--- config.mk ---
export PLATFORM = sky130hd
export DESIGN_NAME = shint_router
export DESIGN_NICKNAME = d
export VERILOG_FILES = /design/src/rtl/shint_pkg.sv /design/src/rtl/shint_line.sv /design/src/rtl/shint_regs.sv /design/src/rtl/shint_route.sv /design/src/rtl/shint_router.sv
export SDC_FILE = /design/constraint.sdc
export NUM_CORES = 1
export LEC_CHECK = 0
export ABC_AREA = 0
export BUFFER_PORTS_ARGS = -buffer_cell sky130_fd_sc_hd__buf_2
export CAP_MARGIN = 25
export CORE_MARGIN = 3
export CORE_UTILIZATION = 50
export CTS_BUF_LIST = sky130_fd_sc_hd__clkbuf_16
export CTS_CLUSTER_SIZE = 30
export DETAILED_ROUTE_END_ITERATION = 12
export HOLD_SLACK_MARGIN = 0.06
export PLACE_DENSITY = 0.78
export SLEW_MARGIN = 20
export SYNTH_ARGS = -nofsm -noshare
export SYNTH_HDL_FRONTEND = slang
export SYNTH_SLANG_ARGS = --single-unit
export TNS_END_PERCENT = 100
--- constraint.sdc ---
create_clock -name clk -period 4.8 [get_ports clk]
set_input_delay 0.24 -clock clk [delete_from_list [all_inputs] [get_ports clk]]
set_output_delay 0.24 -clock clk [all_outputs]
set_load 0.005 [all_outputs]
--- src/rtl/shint_pkg.sv ---
package shint_pkg;

    localparam int BANK_W       = 4;
    localparam int SWE_SET_BIT  = 31;
    localparam int PIN_EN_BIT   = 31;

    typedef enum logic [BANK_W-1:0] {
        BK_CFG  = 4'd0,
        BK_INV  = 4'd1,
        BK_TRIG = 4'd2,
        BK_DUAL = 4'd3,
        BK_MSET = 4'd4,
        BK_MCLR = 4'd5,
        BK_MASK = 4'd6,
        BK_PEND = 4'd7,
        BK_SWE  = 4'd8,
        BK_PIN  = 4'd9,
        BK_CORE = 4'd10
    } bank_e;

    typedef struct packed {
        logic inv;
        logic edge_md;
        logic dual;
    } line_cfg_t;

    function automatic logic edge_detect(input line_cfg_t cfg, input logic cur, input logic prv);
        logic rise;
        logic fall;
        rise = cur & ~prv;
        fall = ~cur & prv;
        if (cfg.dual) return rise | fall;
        return cfg.inv ? fall : rise;
    endfunction

endpackage

--- src/rtl/shint_line.sv ---
module shint_line
    import shint_pkg::*;
(
    input  logic      clk,
    input  logic      rst,
    input  logic      raw,
    input  line_cfg_t cfg,
    input  logic      swe_set,
    input  logic      swe_clr,
    output logic      pend,
    output logic      hit,
    output logic      lat
);
    logic [1:0] sync_q;
    logic       prev_q;

    assign hit  = edge_detect(cfg, sync_q[1], prev_q);
    assign pend = cfg.edge_md ? lat : (sync_q[1] ^ cfg.inv);

    always_ff @(posedge clk) begin
        if (rst) begin
            sync_q <= '0;
            prev_q <= 1'b0;
            lat    <= 1'b0;
        end else begin
            sync_q <= {sync_q[0], raw};
            prev_q <= sync_q[1];
            // a detected edge outranks a software clear in the same cycle
            lat    <= hit | swe_set | (lat & ~swe_clr);
        end
    end
endmodule

--- src/rtl/shint_regs.sv ---
module shint_regs
    import shint_pkg::*;
#(
    parameter int N_IRQ  = 40,
    parameter int N_CORE = 2,
    parameter int N_PIN  = 4,
    parameter int IW     = 6
) (
    input  logic                                clk,
    input  logic                                rst,
    input  logic                                req_valid,
    input  logic                                req_write,
    input  logic [BANK_W+IW-1:0]                req_addr,
    input  logic [31:0]                         req_wdata,
    input  logic [N_IRQ-1:0]                    pend,
    output logic                                rd_valid,
    output logic [31:0]                         rd_data,
    output line_cfg_t [N_IRQ-1:0]               cfg,
    output logic [N_IRQ-1:0]                    mask,
    output logic [N_IRQ-1:0]                    pin_en,
    output logic [N_IRQ-1:0][$clog2(N_PIN)-1:0] pin_num,
    output logic [N_IRQ-1:0][N_CORE-1:0]        core_sel,
    output logic [N_IRQ-1:0]                    swe_set,
    output logic [N_IRQ-1:0]                    swe_clr
);
    localparam int NW = (N_IRQ + 31) / 32;
    localparam int PW = $clog2(N_PIN);
    localparam int AW = BANK_W + IW;

    bank_e            bank;
    logic [IW-1:0]    idx;
    logic             wr_en;
    logic             rd_en;
    logic [N_CORE-1:0] core_w;
    logic [31:0]      rd_next;
    logic [NW*32-1:0] pad_inv, pad_trig, pad_dual, pad_mask, pad_pend;

    assign bank   = bank_e'(req_addr[AW-1:IW]);
    assign idx    = req_addr[IW-1:0];
    assign wr_en  = req_valid & req_write;
    assign rd_en  = req_valid & ~req_write;
    assign core_w = req_wdata[N_CORE-1:0] & (~req_wdata[N_CORE-1:0] + 1'b1);

    always_comb begin
        for (int i = 0; i < N_IRQ; i++) begin
            swe_set[i] = wr_en && (bank == BK_SWE) && (req_wdata[IW-1:0] == IW'(i))
                         && req_wdata[SWE_SET_BIT];
            swe_clr[i] = wr_en && (bank == BK_SWE) && (req_wdata[IW-1:0] == IW'(i))
                         && !req_wdata[SWE_SET_BIT];
        end
    end

    always_comb begin
        int k;
        pad_inv  = '0;
        pad_trig = '0;
        pad_dual = '0;
        pad_mask = '0;
        pad_pend = '0;
        for (int i = 0; i < N_IRQ; i++) begin
            pad_inv[i]  = cfg[i].inv;
            pad_trig[i] = cfg[i].edge_md;
            pad_dual[i] = cfg[i].dual;
            pad_mask[i] = mask[i];
            pad_pend[i] = pend[i];
        end
        k = int'(idx);
        rd_next = '0;
        case (bank)
            BK_CFG: begin
                rd_next[7:0]  = 8'(N_IRQ / 8 - 1);
                rd_next[15:8] = 8'(N_CORE - 1);
            end
            BK_INV:  if (k < NW) rd_next = pad_inv[k*32 +: 32];
            BK_TRIG: if (k < NW) rd_next = pad_trig[k*32 +: 32];
            BK_DUAL: if (k < NW) rd_next = pad_dual[k*32 +: 32];
            BK_MASK: if (k < NW) rd_next = pad_mask[k*32 +: 32];
            BK_PEND: if (k < NW) rd_next = pad_pend[k*32 +: 32];
            BK_PIN: if (k < N_IRQ) begin
                rd_next[PIN_EN_BIT] = pin_en[k];
                rd_next[PW-1:0]     = pin_num[k];
            end
            BK_CORE: if (k < N_IRQ) rd_next[N_CORE-1:0] = core_sel[k];
            default: rd_next = '0;
        endcase
    end

    always_ff @(posedge clk) begin
        if (rst) begin
            cfg      <= '0;
            mask     <= '0;
            pin_en   <= '0;
            pin_num  <= '0;
            core_sel <= '0;
            rd_valid <= 1'b0;
            rd_data  <= '0;
        end else begin
            rd_valid <= rd_en;
            rd_data  <= rd_en ? rd_next : '0;
            for (int i = 0; i < N_IRQ; i++) begin
                if (wr_en && idx == IW'(i / 32)) begin
                    case (bank)
                        BK_INV:  cfg[i].inv     <= req_wdata[i % 32];
                        BK_TRIG: cfg[i].edge_md <= req_wdata[i % 32];
                        BK_DUAL: cfg[i].dual    <= req_wdata[i % 32];
                        BK_MSET: if (req_wdata[i % 32]) mask[i] <= 1'b1;
                        BK_MCLR: if (req_wdata[i % 32]) mask[i] <= 1'b0;
                        default: ;
                    endcase
                end
                if (wr_en && idx == IW'(i)) begin
                    if (bank == BK_PIN) begin
                        pin_en[i]  <= req_wdata[PIN_EN_BIT];
                        pin_num[i] <= req_wdata[PW-1:0];
                    end
                    if (bank == BK_CORE) core_sel[i] <= core_w;
                end
            end
        end
    end
endmodule

--- src/rtl/shint_route.sv ---
module shint_route #(
    parameter int N_IRQ  = 40,
    parameter int N_CORE = 2,
    parameter int N_PIN  = 4
) (
    input  logic [N_IRQ-1:0]                    pend,
    input  logic [N_IRQ-1:0]                    mask,
    input  logic [N_IRQ-1:0]                    pin_en,
    input  logic [N_IRQ-1:0][$clog2(N_PIN)-1:0] pin_num,
    input  logic [N_IRQ-1:0][N_CORE-1:0]        core_sel,
    output logic [N_CORE*N_PIN-1:0]             irq_out
);
    localparam int PW = $clog2(N_PIN);

    for (genvar c = 0; c < N_CORE; c++) begin : g_core
        for (genvar p = 0; p < N_PIN; p++) begin : g_pin
            logic acc;
            always_comb begin
                acc = 1'b0;
                for (int i = 0; i < N_IRQ; i++) begin
                    acc = acc | (pend[i] & mask[i] & pin_en[i] & core_sel[i][c]
                                 & (pin_num[i] == PW'(p)));
                end
            end
            assign irq_out[c*N_PIN + p] = acc;
        end
    end
endmodule

--- src/rtl/shint_router.sv ---
module shint_router
    import shint_pkg::*;
#(
    parameter int N_IRQ  = 40,
    parameter int N_CORE = 2,
    parameter int N_PIN  = 4,
    localparam int IW    = $clog2(N_IRQ),
    localparam int AW    = BANK_W + IW
) (
    input  logic                     clk,
    input  logic                     rst,
    input  logic [N_IRQ-1:0]         irq_in,
    input  logic                     req_valid,
    input  logic                     req_write,
    input  logic [AW-1:0]            req_addr,
    input  logic [31:0]              req_wdata,
    output logic                     rd_valid,
    output logic [31:0]              rd_data,
    output logic [N_CORE*N_PIN-1:0]  core_irq
);
    localparam int PW = $clog2(N_PIN);

    line_cfg_t [N_IRQ-1:0]         cfg_w;
    logic [N_IRQ-1:0]              mask_w;
    logic [N_IRQ-1:0]              pin_en_w;
    logic [N_IRQ-1:0][PW-1:0]      pin_num_w;
    logic [N_IRQ-1:0][N_CORE-1:0]  core_sel_w;
    logic [N_IRQ-1:0]              swe_set_w, swe_clr_w;
    logic [N_IRQ-1:0]              pend_w, hit_w, lat_w;

    shint_regs #(.N_IRQ(N_IRQ), .N_CORE(N_CORE), .N_PIN(N_PIN), .IW(IW)) regs_i (
        .clk(clk), .rst(rst),
        .req_valid(req_valid), .req_write(req_write),
        .req_addr(req_addr), .req_wdata(req_wdata),
        .pend(pend_w),
        .rd_valid(rd_valid), .rd_data(rd_data),
        .cfg(cfg_w), .mask(mask_w),
        .pin_en(pin_en_w), .pin_num(pin_num_w), .core_sel(core_sel_w),
        .swe_set(swe_set_w), .swe_clr(swe_clr_w)
    );

    for (genvar i = 0; i < N_IRQ; i++) begin : g_line
        shint_line line_i (
            .clk(clk), .rst(rst),
            .raw(irq_in[i]), .cfg(cfg_w[i]),
            .swe_set(swe_set_w[i]), .swe_clr(swe_clr_w[i]),
            .pend(pend_w[i]), .hit(hit_w[i]), .lat(lat_w[i])
        );
    end

    shint_route #(.N_IRQ(N_IRQ), .N_CORE(N_CORE), .N_PIN(N_PIN)) route_i (
        .pend(pend_w), .mask(mask_w), .pin_en(pin_en_w),
        .pin_num(pin_num_w), .core_sel(core_sel_w),
        .irq_out(core_irq)
    );
endmodule

==> metrics.yaml, run 1 <==
floorplan:
  start_util: 0.5107
  fp-row-count: 86
  die-height_um: 244.6
  io_pins: 127
  die_area_um2: 59830
  die_width_um: 244.6
  core_area_um2: 55740
timing:
  finalSetupViolCount: 0
  tightest_slew_ns: 1.170
  maxSlewViolCount: 0
  tns_ns: 0
  period_minus_slack_ns: 4.066
  period_share: 0.8471
  max_freq_mhz: 246.0
  whs_ns: 0.08998
  skew_ns: 0.03401
  hold_viol_final: 0
  rsz0062_at_grt: "false"
  slew_headroom: 0.2201
worst_setup_path:
  critPathTopFamily: "simple AND/OR/NAND/NOR gates"
  worstPathCellList: "xor2_1 -> o2111ai_1 -> o22ai_1 -> nor4_1 -> nand4_1 -> or4_1 -> buf_2"
  crit_buf_inv: 1
  start_kind: "flop"
  crit_type: "flop to output pin"
  cp_slowest_cell: "o2111ai_1"
  arrival_ns: 3.83
  end_kind: "output pin"
  worstPathRequired_ns: 4.56
  crit_fanout: 4
  slowest_delay_ns: 0.75
hold_path:
  hp-class: "input port to flop"
pwr:
  power_leakage_nw: 10.98
  power.density_nw_per_um2: 301.8
  vdd.ir_drop.worst_mv: 0.3312
cts:
  post_cts.repair.setup_buffers: 0
  postCtsHoldBufs: 74
  clk_path_buf_depth: 3
  cts_resized: 0
  numCtsBuffers: 56
  cts_tree: "yes"
  cts_sinks: 553
  htreeDepth: 2
  cts_root_buffer: "clkbuf_16"
  worstSkewPairLatency_ns: 0.66
  cts.clk_slew.worst_paths_ns: 0.06
synth:
  synth-main-ff-cell: "dfxtp_1"
  ys_types: 71
  synth_seq_cells: 553
  synth_edf_count: 0
  yosysWarnings: 0
  synth_cells: 3397
  synth_fp_nets: 3563
  async_flop_share: 0
  syn_area_per_cell_um2: 8.379
  ys_seq_area_frac: 0.3889
  synth_area_um2: 28460
layout:
  filler_cell_count: 4935
  syn2layout_area_growth_pct: 13.05
  multi_input_area_um2: 16130
  drive_gt1_frac: 0.1057
  register_area_um2: 11070
  final_net_count: 3660
placement:
  place.gp.congestion: 1.120
  place_hpwl_mm: 97.18
  port_buffers: 126
global_route:
  grt_overflow: 0
  grtUsageTotal: 0.4296
  grt_pass1_vias: 26250
  antenna_found_initial: 4
  grt_first_pass_wirelength_mm: 188.2
  grt_max_degree: 200
routing:
  post_drt_wl_per_cell_um: 30.84
  drc_errors: 0
  dr_total_vias: 28700
  ant_nets: 0
  dr.first_iter.drc_count: 4802
  drt_first_pass_iters: 6
  routed_wl_mm: 132.3
  via_per_inst: 6.694
status:
  outcome: "completed"
flow_run:
  drv_cap: 0
-- sequential cells by signal (all words and copies together), names as in the netlist --
signal and count:
regs_i.cfg 120, g_line.line_i.sync_q 80, regs_i.core_sel 80, regs_i.pin_num 80
g_line.line_i.lat 40, g_line.line_i.prev_q 40, regs_i.mask 40, regs_i.pin_en 40
regs_i.rd_data 32, regs_i.rd_valid 1
-- Yosys cell counts (51+ instances only) --
master | n | share of area
o22ai_1 | 75 | 0.016
dfxtp_1 | 553 | 0.39
o2111ai_1 | 64 | 0.020
o21ai_0 | 156 | 0.027
clkbuf_1 | 138 | 0.018
a22oi_1 | 71 | 0.019
nand3_1 | 73 | 0.013
a21oi_1 | 294 | 0.052
nor3_1 | 84 | 0.015
nand2_1 | 446 | 0.059
nor2_1 | 320 | 0.042
nand2b_1 | 76 | 0.017
nor2b_1 | 101 | 0.022
inv_1 | 111 | 0.015
mux2i_1 | 195 | 0.069
ha_1 | 80 | 0.035
o211ai_1 | 64 | 0.017
a311oi_1 | 51 | 0.016
-- report_power, final --
group / internal, mW / switching (mW)
registers: 4.65 / 0.0367
clock network: 2.42 / 1.98
logic: 0.200 / 0.424
total: 7.27 / 2.44
-- worst min-delay path: stages --
cell and delay (ns):
buf_2 0.25, nand2_1 0.12, a21oi_1 0.06
-- cell type report --
| class | instances | share of cell area |
|---|---|---|
| Multi-Input combinational cell | 2519 | 0.5014 |
| Sequential cell | 553 | 0.3440 |
| Timing Repair Buffer | 252 | 0.05630 |
| Clock buffer | 57 | 0.04433 |
| Tap cell | 748 | 0.02908 |
| Inverter | 112 | 0.01306 |
| Clock inverter | 44 | 0.01159 |
| Antenna cell | 3 | 0.0002333 |
-- metal layers --
layer  global-route usage  vias to the layer above  part of all wire
met5                    0                        -          0.000060
met4               0.2134                        2             0.060
met3               0.1158                      366              0.13
met2               0.6089                     2137              0.40
met1               0.6005                    13790              0.40
li1                     -                    12410                 -
-- path summary, 6_finish.rpt --
| kind | to | slack [ns] | cells past startpoint | start |
|---|---|---|---|---|
| setup / recovery | core_irq[7] | 0.73 | 7 | regs_i.cfg[110] |
| hold / removal | regs_i.cfg[10] | 0.09 | 3 | req_wdata[3] |
| setup reg to reg | regs_i.rd_data[1] | 2.52 | 5 | regs_i.core_sel[55] |
| hold reg to reg | g_line[13].line_i.sync_q[1] | 0.44 | 1 | g_line[13].line_i.sync_q[0] |
-- through the flow --
step	setup slack [ns]	total power, mW	std cells	instance area [um2]	util
after CTS	0.9441	9.694	4283	32150	0.5768
after global routing	0.7169	9.916	4285	32170	0.5772
after global placement	1.642	5.323	4108	29600	0.5311
after detailed placement	1.630	5.331	4108	29610	0.5312
final	0.7341	9.713	4288	32180	0.5773
after floorplan	2.575	5.107	3397	28460	-
-- cells in the final DEF, fill, tap and decap left out, types with 28 or more instances in the layout --
master           n
dfxtp_1        553
nand2_1        445
nor2_1         315
a21oi_1        294
mux2i_1        194
o21ai_0        156
inv_1          124
buf_2          122
nor2b_1         97
nor3_1          83
ha_1            80
nand2b_1        76
o22ai_1         75
dlygate4sd3_1   74
nand3_1         73
a22oi_1         71
o211ai_1        64
o2111ai_1       64
clkbuf_16       57
buf_4           52
a311oi_1        51
mux2_2          44
mux4_2          41
xor2_1          40
nor4_1          32
a31oi_1         28
-- cell families (layout without fill, tap and decap cells) --
group,after synthesis,in the layout,share of synthesized area
xor+xnor,40,40,0.01231
other cells,0,3,0
fa+ha+maj,80,80,0.03516
buf+inv,325,465,0.04659
mux,280,280,0.1184
compound gates,851,851,0.1875
flops,553,553,0.3889
simple gates,1268,1268,0.2111
No activity file was read; power rests on OpenSTA's default activity.
==> run 2: changes to the inputs <==
- clock period: 4.8 -> 4 ns (I/O delays scaled with it)
==> run 2 against run 1 <==
Final cell count grew 1.2%; core utilization up 0.73 points; clock skew is 0.030 ns higher; critical endpoint is now core_irq[4]; worst setup slack worse by 0.62 ns; hold slack improved by 0.0071 ns; flip-flop and latch count unchanged; count of clock-buffer cells in the layout increased by 1; combinational power grew 25%; via count is 1.6% higher; global-route usage is 0.21 points lower; power is 21% higher; die area is the same.
==> metrics.yaml, run 2 (synthesis results as in run 1) <==
cts:
  worstSkewPairLatency_ns: 0.68  # +0.02 ns
  cts.clk_slew.worst_paths_ns: 0.06  # about the same
  cts_resized: 0  # unchanged
  cts_sinks: 553  # unchanged
  clk_path_buf_depth: 3  # unchanged
  cts_root_buffer: "clkbuf_16"
  post_cts.repair.setup_buffers: 0  # unchanged
  postCtsHoldBufs: 76  # +2.7%
  cts_tree: "yes"
  numCtsBuffers: 58  # +3.6%
  htreeDepth: 2  # unchanged
worst_setup_path:
  arrival_ns: 3.68  # -0.15 ns
  crit_type: "flop to output pin"
  start_kind: "flop"
  crit_buf_inv: 1  # unchanged
  worstPathCellList: "xor2_1 -> o21ai_0 -> nor3b_1 -> a2111oi_0 -> nand4_1 -> or3_1 -> buf_2"
  worstPathRequired_ns: 3.80  # -0.76 ns
  rrSetupSlack_ns: 1.45  # -1.07 ns
  worst_r2r_endpoint: "regs_i.rd_data[31]"
  r2r-start: "regs_i.pin_en[10]"
  end_kind: "output pin"
  cp_slowest_cell: "o21ai_0"
  crit_fanout: 4  # unchanged
  rr_worst_depth: 6  # +1
  critPathTopFamily: "compound AO/OA/AOI/OAI gates"
  slowest_delay_ns: 0.79  # +0.04 ns
placement:
  port_buffers: 126  # unchanged
  dpl_cell_area_um2: 29960  # +1.2%
  post-place-cells: 4154  # +1.1%
  dp_slack_ns: 0.7671  # -0.8631 ns
  place.gp.congestion: 1.131  # +1.1%
  place_hpwl_mm: 96.10  # -1.1%
routing:
  dr_total_vias: 29170  # +1.6%
  via_per_inst: 6.722  # +0.42%
  ant_nets: 0  # unchanged
  drc_errors: 0  # unchanged
  routed_wl_mm: 131.6  # -0.48%
  drt_first_pass_iters: 6  # unchanged
  dr.first_iter.drc_count: 4408  # -8.2%
  post_drt_wl_per_cell_um: 30.33  # -1.6%
hold_path:
  min_path_cells: 4  # +1
  hp-class: "input port to flop"
  hold_path_end: "regs_i.rd_data[31]"
  min_from: "req_addr[9]"
floorplan:
  start_util: 0.5107  # unchanged
  fp-row-count: 86  # unchanged
  core_area_um2: 55740  # unchanged
  die_area_um2: 59830  # unchanged
  io_pins: 127  # unchanged
  die_width_um: 244.6  # unchanged
  die-height_um: 244.6  # unchanged
global_route:
  grtUsageTotal: 0.4275  # -0.002119
  grt_max_degree: 207  # +3.5%
  grt_first_pass_wirelength_mm: 188.1  # about the same
  antenna_found_initial: 5  # +1
  grt_pass1_vias: 26380  # +0.51%
  grt_overflow: 0  # unchanged
layout:
  final_common_cell: "dfxtp_1"
  final_net_count: 3708  # +1.3%
  mostFrequentLayoutCells: "553 x dfxtp_1, 446 x nand2_1, 316 x nor2_1, 294 x a21oi_1, 195 x mux2i_1"
  largest_register: "regs_i.cfg"
  largest_reg_flops: 120  # unchanged
  final_cell_area_um2: 32580  # +1.3%
  syn2layout_area_growth_pct: 14.47
  final_cells: 4339  # +1.2%
  drive_gt1_frac: 0.1182  # +0.01243
  fin_util: 0.5846  # +0.007251
flow_run:
  drv_cap: 0  # unchanged
timing:
  rsz0062_at_grt: "false"
  max_freq_mhz: 257.6
  period_share: 0.9705
  tightest_slew_ns: 1.217  # +0.04744 ns
  maxSlewViolCount: 0  # unchanged
  setup_slack_ns: 0.1180  # -0.6161 ns
  skew_ns: 0.06427  # +0.03026 ns
  period_minus_slack_ns: 3.882
  whs_ns: 0.09711  # +0.007130 ns
  hold_viol_final: 0  # unchanged
  slew_headroom: 0.1868  # -0.03330
  tns_ns: 0  # unchanged
  finalSetupViolCount: 0  # unchanged
pwr:
  power.density_nw_per_um2: 360.9  # +20%
  power_leakage_nw: 11.22  # +2.2%
  vdd.ir_drop.worst_mv: 0.3794  # +15%
  finalPower_mw: 11.76  # +21%
status:
  outcome: "completed"
[run 2: how the worst max path moves through the flow]
stage	from	to	slack, ns	depth (start not counted)
2_1_floorplan	regs_i.cfg[20]	core_irq[7]	1.81	7
3_3_place_gp	req_addr[0]	regs_i.core_sel[74]	0.85	6
3_5_place_dp	req_addr[0]	regs_i.core_sel[74]	0.77	6
4_1_cts	regs_i.cfg[71]	core_irq[4]	0.29	7
5_1_grt	regs_i.cfg[71]	core_irq[4]	0.02	7
6_report	regs_i.cfg[71]	core_irq[4]	0.12	7
[run 2: metal layers]
metal,track usage,vias up,wire length [um]
met5,0,-,39
met4,0.2020,6,7444
met3,0.1590,398,19880
met2,0.5999,2308,53260
met1,0.5792,13950,50990
li1,-,12510,-
[run 2: final cells by class]
type / count / area [um2]
fill: 4934 / 23150
tap: 748 / 935.9
multi-input combinational: 2519 / 16120
antenna: 3 / 7.507
clock inverter: 48 / 402.9
timing repair buffer: 298 / 2180
clock buffer: 58 / 1451
inverter: 112 / 420.4
sequential: 553 / 11070
[run 2: report_power, final]
part / internal, mW / switching (mW) / total, mW
sequential: 5.58 / 0.0442 / 5.62
combinational: 0.251 / 0.525 / 0.776
clock: 2.91 / 2.45 / 5.36
[run 2: worst register-to-register path: stages (launching register included)]
cell      delay, ns
dfxtp_1        0.42
mux4_2         0.57
a22o_1         0.25
a221oi_1       0.31
o32ai_1        0.13
o21ai_0        0.56
a21oi_1        0.18
